## config.mk

```make
export PLATFORM = sky130hd
export DESIGN_NAME = tx_frame_slot
export DESIGN_NICKNAME = d
export VERILOG_FILES = /design/src/rtl/txslot_pkg.sv /design/src/rtl/txslot_fsm.sv /design/src/rtl/txslot_ram.sv /design/src/rtl/tx_frame_slot.sv
export SDC_FILE = /design/constraint.sdc
export NUM_CORES = 1
export LEC_CHECK = 0
export BUFFER_PORTS_ARGS = -buffer_cell sky130_fd_sc_hd__clkbuf_2
export CAP_MARGIN = 10
export CELL_PAD_IN_SITES_DETAIL_PLACEMENT = 0
export CELL_PAD_IN_SITES_GLOBAL_PLACEMENT = 1
export CORE_MARGIN = 4
export CORE_UTILIZATION = 47
export CTS_CLUSTER_DIAMETER = 100
export CTS_CLUSTER_SIZE = 16
export DETAILED_ROUTE_END_ITERATION = 10
export GPL_TIMING_DRIVEN = 0
export PLACE_DENSITY_LB_ADDON = 0.1
export RECOVER_POWER = 50
export SLEW_MARGIN = 20
export SYNTH_ARGS = -nofsm -noshare
export SYNTH_HDL_FRONTEND = slang
export SYNTH_SLANG_ARGS = --single-unit
```

## constraint.sdc

```tcl
create_clock -name clk -period 7 [get_ports clk]
set_input_delay 2.1 -clock clk [delete_from_list [all_inputs] [get_ports clk]]
set_output_delay 2.1 -clock clk [all_outputs]
set_load 0.01 [all_outputs]
```

## src/rtl/txslot_pkg.sv

```systemverilog
package txslot_pkg;

    typedef enum logic [2:0] {
        ST_EMPTY    = 3'd0,
        ST_READY    = 3'd1,
        ST_SENDING  = 3'd2,
        ST_ABTPEND  = 3'd3,
        ST_SENT     = 3'd4,
        ST_ABORTED  = 3'd5,
        ST_FAILED   = 3'd6
    } slot_st_e;

    typedef enum logic [1:0] {
        SW_NONE  = 2'd0,
        SW_READY = 2'd1,
        SW_EMPTY = 2'd2,
        SW_ABORT = 2'd3
    } sw_cmd_e;

    typedef enum logic [2:0] {
        HW_NONE = 3'd0,
        HW_LOCK = 3'd1,
        HW_OK   = 3'd2,
        HW_ERR  = 3'd3,
        HW_FAIL = 3'd4
    } hw_cmd_e;

    // Final states: frame finished, slot open to software again
    function automatic logic st_final(slot_st_e s);
        return (s == ST_SENT) || (s == ST_ABORTED) || (s == ST_FAILED);
    endfunction

    // States in which the frame RAM refuses software writes
    function automatic logic st_locked(slot_st_e s);
        return (s == ST_READY) || (s == ST_SENDING) || (s == ST_ABTPEND);
    endfunction

endpackage

```

## src/rtl/txslot_fsm.sv

```systemverilog
module txslot_fsm
    import txslot_pkg::*;
#(
    parameter int RETRY_W = 4
) (
    input  logic               clk,
    input  logic               rst_n,
    input  sw_cmd_e            sw_cmd,
    input  hw_cmd_e            hw_cmd,
    input  logic [RETRY_W-1:0] retry_limit,
    output slot_st_e           state,
    output logic [RETRY_W-1:0] retry_cnt
);

    typedef struct packed {
        slot_st_e           st;
        logic [RETRY_W-1:0] retry;
    } fsm_t;

    fsm_t q, d;
    logic abort_req;

    always_comb begin
        d         = q;
        abort_req = (sw_cmd == SW_ABORT);
        case (q.st)
            ST_EMPTY: begin
                if (sw_cmd == SW_READY) begin
                    d.st    = ST_READY;
                    d.retry = '0;
                end
            end
            ST_READY: begin
                // software abort beats a simultaneous lock
                if (abort_req)               d.st = ST_ABORTED;
                else if (hw_cmd == HW_LOCK)  d.st = ST_SENDING;
            end
            ST_SENDING: begin
                case (hw_cmd)
                    HW_OK:   d.st = ST_SENT;
                    HW_FAIL: d.st = ST_FAILED;
                    HW_ERR: begin
                        if (abort_req) begin
                            d.st = ST_ABORTED;
                        end else if (q.retry == retry_limit) begin
                            d.st = ST_FAILED;
                        end else begin
                            d.st    = ST_READY;
                            d.retry = q.retry + 1'b1;
                        end
                    end
                    default: if (abort_req) d.st = ST_ABTPEND;
                endcase
            end
            ST_ABTPEND: begin
                case (hw_cmd)
                    HW_OK:   d.st = ST_SENT;
                    HW_FAIL: d.st = ST_FAILED;
                    HW_ERR:  d.st = ST_ABORTED;
                    default: d.st = ST_ABTPEND;
                endcase
            end
            ST_SENT, ST_ABORTED, ST_FAILED: begin
                if (sw_cmd == SW_READY) begin
                    d.st    = ST_READY;
                    d.retry = '0;
                end else if (sw_cmd == SW_EMPTY) begin
                    d.st = ST_EMPTY;
                end
            end
            default: d.st = ST_EMPTY;
        endcase
    end

    always_ff @(posedge clk) begin
        if (!rst_n) begin
            q.st    <= ST_EMPTY;
            q.retry <= '0;
        end else begin
            q <= d;
        end
    end

    assign state     = q.st;
    assign retry_cnt = q.retry;

endmodule

```

## src/rtl/txslot_ram.sv

```systemverilog
module txslot_ram #(
    parameter int WORDS = 20,
    parameter int DW    = 32,
    localparam int AW   = (WORDS > 1) ? $clog2(WORDS) : 1
) (
    input  logic          clk,
    input  logic          rst_n,
    input  logic          wr_en,
    input  logic          wr_lock,
    input  logic [AW-1:0] wr_addr,
    input  logic [DW-1:0] wr_data,
    input  logic [AW-1:0] rd_addr,
    output logic [DW-1:0] rd_data
);

    logic [DW-1:0] mem [WORDS];
    logic [DW-1:0] rd_d, rd_q;
    logic          wr_ok;

    always_comb begin
        wr_ok = wr_en && !wr_lock && (int'(wr_addr) < WORDS);
        rd_d  = '0;
        if (int'(rd_addr) < WORDS) rd_d = mem[rd_addr];
    end

    always_ff @(posedge clk) begin
        if (wr_ok) mem[wr_addr] <= wr_data;
    end

    always_ff @(posedge clk) begin
        if (!rst_n) rd_q <= '0;
        else        rd_q <= rd_d;
    end

    assign rd_data = rd_q;

endmodule

```

## src/rtl/tx_frame_slot.sv

```systemverilog
module tx_frame_slot
    import txslot_pkg::*;
#(
    parameter int WORDS   = 20,
    parameter int DW      = 32,
    parameter int RETRY_W = 4,
    localparam int AW     = (WORDS > 1) ? $clog2(WORDS) : 1
) (
    input  logic               clk,
    input  logic               rst_n,
    input  logic [1:0]         sw_cmd_i,
    input  logic [2:0]         hw_cmd_i,
    input  logic [RETRY_W-1:0] retry_limit_i,
    input  logic               sw_we_i,
    input  logic [AW-1:0]      sw_addr_i,
    input  logic [DW-1:0]      sw_wdata_i,
    input  logic [AW-1:0]      hw_rd_addr_i,
    output logic [DW-1:0]      hw_rd_data_o,
    output logic [2:0]         state_o,
    output logic [RETRY_W-1:0] retry_cnt_o,
    output logic               available_o
);

    slot_st_e st;
    hw_cmd_e  hw_cmd;

    always_comb begin
        case (hw_cmd_i)
            3'd1:    hw_cmd = HW_LOCK;
            3'd2:    hw_cmd = HW_OK;
            3'd3:    hw_cmd = HW_ERR;
            3'd4:    hw_cmd = HW_FAIL;
            default: hw_cmd = HW_NONE;
        endcase
    end

    txslot_fsm #(.RETRY_W(RETRY_W)) u_fsm (
        .clk         (clk),
        .rst_n       (rst_n),
        .sw_cmd      (sw_cmd_e'(sw_cmd_i)),
        .hw_cmd      (hw_cmd),
        .retry_limit (retry_limit_i),
        .state       (st),
        .retry_cnt   (retry_cnt_o)
    );

    txslot_ram #(.WORDS(WORDS), .DW(DW)) u_ram (
        .clk     (clk),
        .rst_n   (rst_n),
        .wr_en   (sw_we_i),
        .wr_lock (st_locked(st)),
        .wr_addr (sw_addr_i),
        .wr_data (sw_wdata_i),
        .rd_addr (hw_rd_addr_i),
        .rd_data (hw_rd_data_o)
    );

    assign state_o     = st;
    assign available_o = (st == ST_READY);

endmodule

```

# [Yosys cells after proc, flatten, opt, wreduce, memory -nomap -nowiden]
# Memory sizes are Yosys's and may differ from the RTL's. A register that Yosys moved wholly into a read port is not among the register bits.
# Cells that the tools add are included.
[word_totals] memories=1 output_inout_bits=40 wordCells=63 ff_bits=7 ramBits=640
[op_classes] add_sub_neg=1 mux=19 n_eq_ne=26 reduce_logical=12 n_lt_le_gt_ge=2
[memory_table] name="u_ram.mem" words=20 word_bits=32 rd=1 rd_ports_with_merged_regs=1 wr=1 line="txslot_ram.sv:16" text="logic [DW-1:0] mem [WORDS];"
[op_table] cell="$mux W3" n=7
[op_table] cell="$eq A3 B2 Y1 const B" n=6
[op_table] cell="$pmux W3 S3" n=2
[op_table] cell="$mux W4" n=4
[op_table] cell="$eq A3 B3 Y1 const B" n=5
[op_table] cell="$pmux W3 S5" n=1
[op_table] cell="$pmux W3 S4" n=1
[op_table] cell="$pmux W4 S3" n=1
[op_table] cell="$lt A5 B5 Y1 const B" n=2
[op_table] cell="$eq A3 B1 Y1 const B" n=3
[op_table] cell="$mux W7" n=1
[op_table] cell="$ne A2 B1 Y1 const B" n=3
[op_table] cell="$ne A3 B1 Y1 const B" n=2
[op_table] cell="$reduce_and A6 Y1" n=1
[op_table] cell="$ne A5 B1 Y1 const B" n=1
[op_table] cell="$add A4 B1 Y4 const B" n=1
[op_table] cell="$eq A2 B2 Y1 const B" n=2
[op_table] cell="$eq A4 B4 Y1" n=1
[op_table] cell="$ne A2 B2 Y1 const B" n=2
[op_table] cell="$reduce_and A4 Y1" n=1
[op_table] cell="$logic_not A3 Y1" n=1
[op_table] cell="$reduce_bool A3 Y1" n=1
[op_table] cell="$reduce_or A3 Y1" n=1
[op_table] cell="$eq A2 B1 Y1 const B" n=1
[op_table] cell="other kinds (5)" n=9

# [Logic depth before layout (Yosys ltp)]
# Gate-level depths: netlist of run 1.
[depth] ltp_word=8 depth_mapped=7 ltp_nobuf=5

# [Modules after synthesis]
# Synthesis of run 1 repeated with hierarchy kept, for this count alone.
[unflattened] hier_cells=1219 area_unflattened_um2=25984.9
[by_module_without_submodules] module="txslot_ram" n_inst=1 area_per_inst_um2=25303.0 cells_each=1134 seq_area_each_um2=19859.0
[by_module_without_submodules] module="txslot_fsm" n_inst=1 area_per_inst_um2=629.4 cells_each=80 seq_area_each_um2=140.1
[by_module_without_submodules] module="tx_frame_slot" n_inst=1 area_per_inst_um2=52.6 cells_each=5 seq_area_each_um2=0.0

# [Worst setup path after synthesis of run 1]
# No wires, ideal clock.
[synth_timing] kind="input to register" from="input sw_addr_i[1]" to="memory u_ram.mem[9][0] (enable)" path_stages=3 required_ns=6.498 setup_time_ns=0.502 path_slack_ns=0.906 path_buffers=1 arrival_ns=5.592 cell_sequence="buf_1 > nand2b_1 > nor4_1"
[synth_via] elab_chain_len=4
[synth_rtl] item="start, declared" line="tx_frame_slot.sv:15" text="input logic [AW-1:0] sw_addr_i,"
[synth_rtl] item="$lt A5 B5 Y1" line="txslot_ram.sv:21" text="wr_ok = wr_en && !wr_lock && (int'(wr_addr) < WORDS);"
[synth_rtl] item="$logic_and A1 B1 Y1" line="txslot_ram.sv:21"
[synth_rtl] item="$mux W1" line="txslot_ram.sv:27" text="if (wr_ok) mem[wr_addr] <= wr_data;"
[synth_rtl] item="$mux W1 (not written as such)" line="txslot_ram.sv:27"
[synth_rtl] item="end, declared" line="txslot_ram.sv:16"
# Several ways; a longest one is shown, not always the timed one.

# [Worst setup path in the final report of run 1]
[layout_timing] from="input sw_we_i" to="memory u_ram.mem[10][27] (enable)"
[layout_via] elab_chain_len=4
[layout_rtl] item="start, declared" line="tx_frame_slot.sv:14" text="input logic sw_we_i,"
[layout_rtl] item="$logic_and A1 B1 Y1 (2 in series)" line="txslot_ram.sv:21"
[layout_rtl] item="$mux W1" line="txslot_ram.sv:27"
[layout_rtl] item="$mux W1 (not written as such)" line="txslot_ram.sv:27"
# Every way passes these cells.

==> flow_summary.ini, run 1 <==
[critical_path]
end_kind = flop
arrival_ps = 4510
start_kind = input pin
regToRegStartpoint = u_fsm.state[2]$_SDFFE_PN0P_
reg2reg_depth = 6
r2r_slack_ps = 3550
rr_endpoint = u_ram.mem[10][27]$_DFFE_PP_
setup.worst_path.end = u_ram.mem[10][27]$_DFFE_PP_
cp-startpoint = sw_we_i
crit_required_ps = 7300
path_max_fanout = 16
criticalPathCategory = in2reg

[floorplanning]
dieArea_mm2 = 0.05873
initial_core_util = 0.4768
die_w_um = 242.4
die_h_um = 242.4
coreArea_mm2 = 0.05413
rows = 85
io_pins = 94

[detailed_routing]
drtIter0Drc = 1008
ant_nets = 0
drt_pass1_iterations = 5
vias = 12230
wl_mm = 58.59
drc = 0
wl_per_cell_um = 27.95
post_drt_via_cell_ratio = 5.833

[synth]
syn_area_mm2 = 0.02581
synth-main-ff-cell = edfxtp_1
syn-num-nets = 1229
yosys_warnings = 0
yosys.cell_count.top_type = edfxtp_1
ys_types = 50
synth_area_per_cell_um2 = 21.99
ys_seq_area_frac = 0.7748
synthTopCellsByArea = edfxtp_1 (74%), mux4_2 (14%), dfxtp_1 (3.0%)
synth.top_cell.area_share = 0.7445
yosys.area.top_type = edfxtp_1
ys_ff_latch = 679
synthCells = 1174
ys_top_cells_by_count = edfxtp_1 (640), mux4_2 (160), nor3_1 (40), dfxtp_1 (39), nor2b_1 (36)
synth_edf_count = 640
ys_async_sr_fraction = 0

[placement]
gp_congestion = 0.7313
numPortBuffers = 86
dpl-instance-area_mm2 = 0.02783
dpl.hpwl_mm = 37.92

[power]
powerDensity_mw_per_mm2 = 263.8
switching_share = 0.2149
p_sw_mw = 1.650
leakage_nw = 9.051
p_clk_frac = 0.348
p_comb_frac = 0.065
power_frac_seq = 0.587
ir_worst_vdd_v = 0.0001792
power.internal_mw = 6.031

[sta]
finalHoldViolations = 0
worst_pin_slew_ps = 1524
min_period_ps = 4215
drv_slew = 16
fmaxAchievable_ghz = 0.2372
rsz0062_at_grt = false
finClkSkew_ps = 18.46
min_period_over_period = 0.6022
max_slew_margin = -0.01572
fin_hold_ws_ps = 509.6
setup_violations = 0

[grt]
grt_start_max_net_pins = 21
antenna_found_initial = 0
first_global_vias = 12920
grt_pass1_wl_mm = 86.70
track_usage = 0.2010
overflow = 0

[clocking]
cts_setup_buffers = 0
path_clk_slew_ps = 70
cts_root_buffer = clkbuf_16
h-tree-depth = 2
clk_path_buf_depth = 3
postCtsHoldBufs = 0
insertion_delay_ps = 610
cts.sinks = 679
cts.repair.resized = 0
cts_buffers = 48
cts_tree = done

[run_status]
violations = capacitance limit, slew limit
status = finished with violations

[layout]
fin_util = 0.5380
area_delta_synth_final_pct = 12.82
nets = 1416
drive_above_1_share = 0.2700
final-seq-area_mm2 = 0.02000
n_antenna_cell = 0
fin_area_mm2 = 0.02912
multi_input_area_mm2 = 0.005564
n_fill_cell = 4207

[min_path]
min_path_type = reg2reg

[flow_run]
drv_cap = 1
through the flow:
stage | setup WS [ps] | power (mW) | setup TNS [ps] | instances
CTS | 2837 | 7.765 | 0 | 2096
global route | 2670 | 7.964 | 0 | 2096
finish | 2785 | 7.682 | 0 | 2096
floorplan | 906.2 | 4.890 | 0 | 1174
global placement | -2631 | 5.091 | -302900 | 1956
detailed placement | 2205 | 5.111 | 0 | 2007
power by group through the flow:
| stage | Sequential, mW | Clock [mW] | Combinational, mW |
|---|---|---|---|
| floorplan | 4.61 | 0 | 0.282 |
| global placement | 4.61 | 0 | 0.486 |
| detailed placement | 4.60 | 0 | 0.509 |
| CTS | 4.51 | 2.74 | 0.512 |
| global route | 4.52 | 2.90 | 0.543 |
| finish | 4.51 | 2.67 | 0.499 |
cell type report:
class,count,area share
Clock buffer,86,0.04760
Buffer,67,0.01160
Inverter,2,0.0002578
Clock inverter,3,0.001031
Timing Repair Buffer,137,0.03179
Tap cell,696,0.02990
Sequential cell,679,0.6867
Multi-Input combinational cell,426,0.1911
routing by layer:
metal	part of all wire	vias up	GRT usage
met5	0	-	0
met4	0.021	0	0.05071
met3	0.051	66	0.03498
met2	0.49	315	0.3272
met1	0.44	6518	0.2869
li1	-	5328	-
worst max-delay path, cell delays in order:
cell and delay (ps):
clkbuf_1 130, o21ai_0 180, or3_1 480, nor2_1 220, clkbuf_1 1090, buf_12 280
cell families after synthesis:
group | after synthesis | synth area share
flops | 679 | 0.7748
mux | 193 | 0.1540
simple gates | 131 | 0.02724
compound gates | 95 | 0.02811
buf+inv | 69 | 0.01338
xor+xnor | 6 | 0.002036
fa+ha+maj | 1 | 0.0004847
state kept, by name, indices dropped and copies added (netlist names):
register and cells:
u_fsm.state 3, u_fsm.retry_cnt 4, u_ram.rd_data 32, u_ram.mem 640
placed cells by master (no fill, tap or decap), types with 4 or more instances in the layout:
| cell type | instances |
|---|---|
| clkbuf_2 | 52 |
| nor2_1 | 8 |
| nand2_1 | 13 |
| nand2b_1 | 5 |
| mux4_2 | 160 |
| clkbuf_16 | 50 |
| a2111oi_1 | 7 |
| a2111oi_0 | 23 |
| xor2_1 | 5 |
| nor2_4 | 11 |
| mux2_2 | 15 |
| buf_6 | 8 |
| buf_1 | 4 |
| nor2b_1 | 36 |
| o22ai_1 | 34 |
| buf_4 | 33 |
| and2_1 | 4 |
| clkbuf_1 | 106 |
| buf_2 | 24 |
| o211ai_1 | 4 |
| o21ai_0 | 4 |
| dfxtp_1 | 39 |
| edfxtp_1 | 640 |
| nor3_1 | 37 |
| mux2_1 | 17 |
| buf_12 | 12 |
worst min path at each step:
stage                                     from                         endpoint  cells after the start
2_1_floorplan  u_fsm.retry_cnt[3]$_SDFFE_PN0P_  u_fsm.retry_cnt[3]$_SDFFE_PN0P_                      1
3_3_place_gp   u_fsm.retry_cnt[3]$_SDFFE_PN0P_  u_fsm.retry_cnt[3]$_SDFFE_PN0P_                      1
3_5_place_dp   u_fsm.retry_cnt[3]$_SDFFE_PN0P_  u_fsm.retry_cnt[3]$_SDFFE_PN0P_                      1
4_1_cts        u_fsm.retry_cnt[3]$_SDFFE_PN0P_  u_fsm.retry_cnt[3]$_SDFFE_PN0P_                      1
5_1_grt        u_fsm.retry_cnt[3]$_SDFFE_PN0P_  u_fsm.retry_cnt[3]$_SDFFE_PN0P_                      1
6_report       u_fsm.retry_cnt[3]$_SDFFE_PN0P_  u_fsm.retry_cnt[3]$_SDFFE_PN0P_                      1
(Power assumes the default switching activity.)
==> run 2, diff against run 1 <==
Clock period 7 ns to 4.15 ns, I/O delays scaled along.
==> run 2 against run 1 <==
The run now ends clean. Sequential power is 69% higher. Flip-flop and latch count unchanged. Design area up 0.24%. Global-route usage grew 0.17 points. Total power up 68%. Combinational power grew 70%. Clock skew is 3.8 ps lower. Setup slack worse by 1800 ps. Clock power up 66%. Critical endpoint is now u_ram.mem[12][0]$_DFFE_PP_.
==> flow_summary.ini, run 2 (same netlist as run 1, synthesis figures left out) <==
[sta]
min_period_over_period = 0.7609
fin_ws_ps = 992.3
finClkSkew_ps = 14.64
fmaxAchievable_ghz = 0.3167
rsz0062_at_grt = false
fin_hold_ws_ps = 504.0
max_slew_margin = 0.1925
drv_slew = 0
setup_violations = 0
min_period_ps = 3158
tns_ps = 0
finalHoldViolations = 0
worst_pin_slew_ps = 1202

[detailed_routing]
ant_nets = 0
drt_pass1_iterations = 5
drtIter0Drc = 1132
wl_mm = 59.09
wl_per_cell_um = 28.44
vias = 12360
post_drt_via_cell_ratio = 5.949
drc = 0

[layout]
largest_register_ffs = 640
nets = 1403
n_antenna_cell = 0
fin_util = 0.5393
fin_area_mm2 = 0.02919
drive_above_1_share = 0.2475
top_register = u_ram.mem
layout_common_cells = edfxtp_1 (640), mux4_2 (160), clkbuf_1 (126)
instances_no_fill = 2078
layout_commonest_cell = edfxtp_1
area_delta_synth_final_pct = 13.09

[placement]
gp_congestion = 0.7208
pre_cts_slack_ps = 458.7
numPortBuffers = 86
dpl.hpwl_mm = 38.50
dpl-instance-area_mm2 = 0.02792
placed_cells = 1994

[power]
p_comb_frac = 0.066
leakage_nw = 8.946
power_frac_seq = 0.590
total_power_mw = 12.90
power.internal_mw = 10.12
p_clk_frac = 0.344
ir_worst_vdd_v = 0.0002952
switching_share = 0.2156
p_sw_mw = 2.781
powerDensity_mw_per_mm2 = 441.9

[clocking]
cts_tree = done
insertion_delay_ps = 600
cts.repair.resized = 0
h-tree-depth = 2
cts_root_buffer = clkbuf_16
path_clk_slew_ps = 70
postCtsHoldBufs = 0
cts.sinks = 679
cts_buffers = 48
cts_setup_buffers = 0
clk_path_buf_depth = 3

[critical_path]
r2r_slack_ps = 990
arrival_ps = 3450
reg2reg_depth = 6
crit_required_ps = 4450
start_kind = flop
end_kind = flop
path_max_fanout = 10
criticalPathCategory = reg2reg

[floorplanning]
rows = 85
initial_core_util = 0.4768
die_w_um = 242.4
coreArea_mm2 = 0.05413
io_pins = 94
dieArea_mm2 = 0.05873
die_h_um = 242.4

[grt]
grt_start_max_net_pins = 21
antenna_found_initial = 0
overflow = 0
first_global_vias = 13080
grt_pass1_wl_mm = 87.98
track_usage = 0.2027

[min_path]
min_path_type = reg2reg
whs_path_depth = 1

[run_status]
status = complete, no violations

[flow_run]
drv_cap = 0
run 2: cell count changes in the layout (fill, tap and decap cells not counted), sizes merged:
cell    delta
clkbuf     -8
inv        +1
clkinv     -3
buf        -8
run 2: final cells by class:
cell class	count	area, um^2
fill	4199	24940
sequential	679	20000
multi-input combinational	426	5629
clock buffer	83	1354
timing repair buffer	124	982.2
tap	696	870.8
buffer	67	337.8
clock inverter	1	11.26
inverter	2	7.507
run 2: path summary, 6_finish.rpt:
path / from / end
min reg2reg: u_fsm.retry_cnt[3]$_SDFFE_PN0P_ / u_fsm.retry_cnt[3]$_SDFFE_PN0P_
min: u_fsm.retry_cnt[3]$_SDFFE_PN0P_ / u_fsm.retry_cnt[3]$_SDFFE_PN0P_
max reg2reg: u_fsm.state[2]$_SDFFE_PN0P_ / u_ram.mem[12][0]$_DFFE_PP_
max: u_fsm.state[2]$_SDFFE_PN0P_ / u_ram.mem[12][0]$_DFFE_PP_
run 2: power groups by stage:
stage          clock, mW  sequential, mW  combinational (mW)
2_1_floorplan          0            7.77               0.478
3_3_place_gp           0            7.77               0.824
3_5_place_dp           0            7.76               0.874
4_1_cts             4.57            7.61               0.877
5_1_grt             4.84            7.62               0.925
6_report            4.44            7.61               0.849
run 2: metal layers:
metal | global-route usage | up-vias | part of all wire
met5 | 0 | - | 0
met4 | 0.04951 | 0 | 0.020
met3 | 0.03055 | 77 | 0.052
met2 | 0.3329 | 325 | 0.49
met1 | 0.2905 | 6654 | 0.44
li1 | - | 5305 | -
run 2: critical path, cell delays in order, from the launching register on:
cell,delay [ps]
dfxtp_1,370
clkbuf_1,400
o211ai_1,260
or2_0,410
nor3_1,970
buf_8,250
buf_8,180
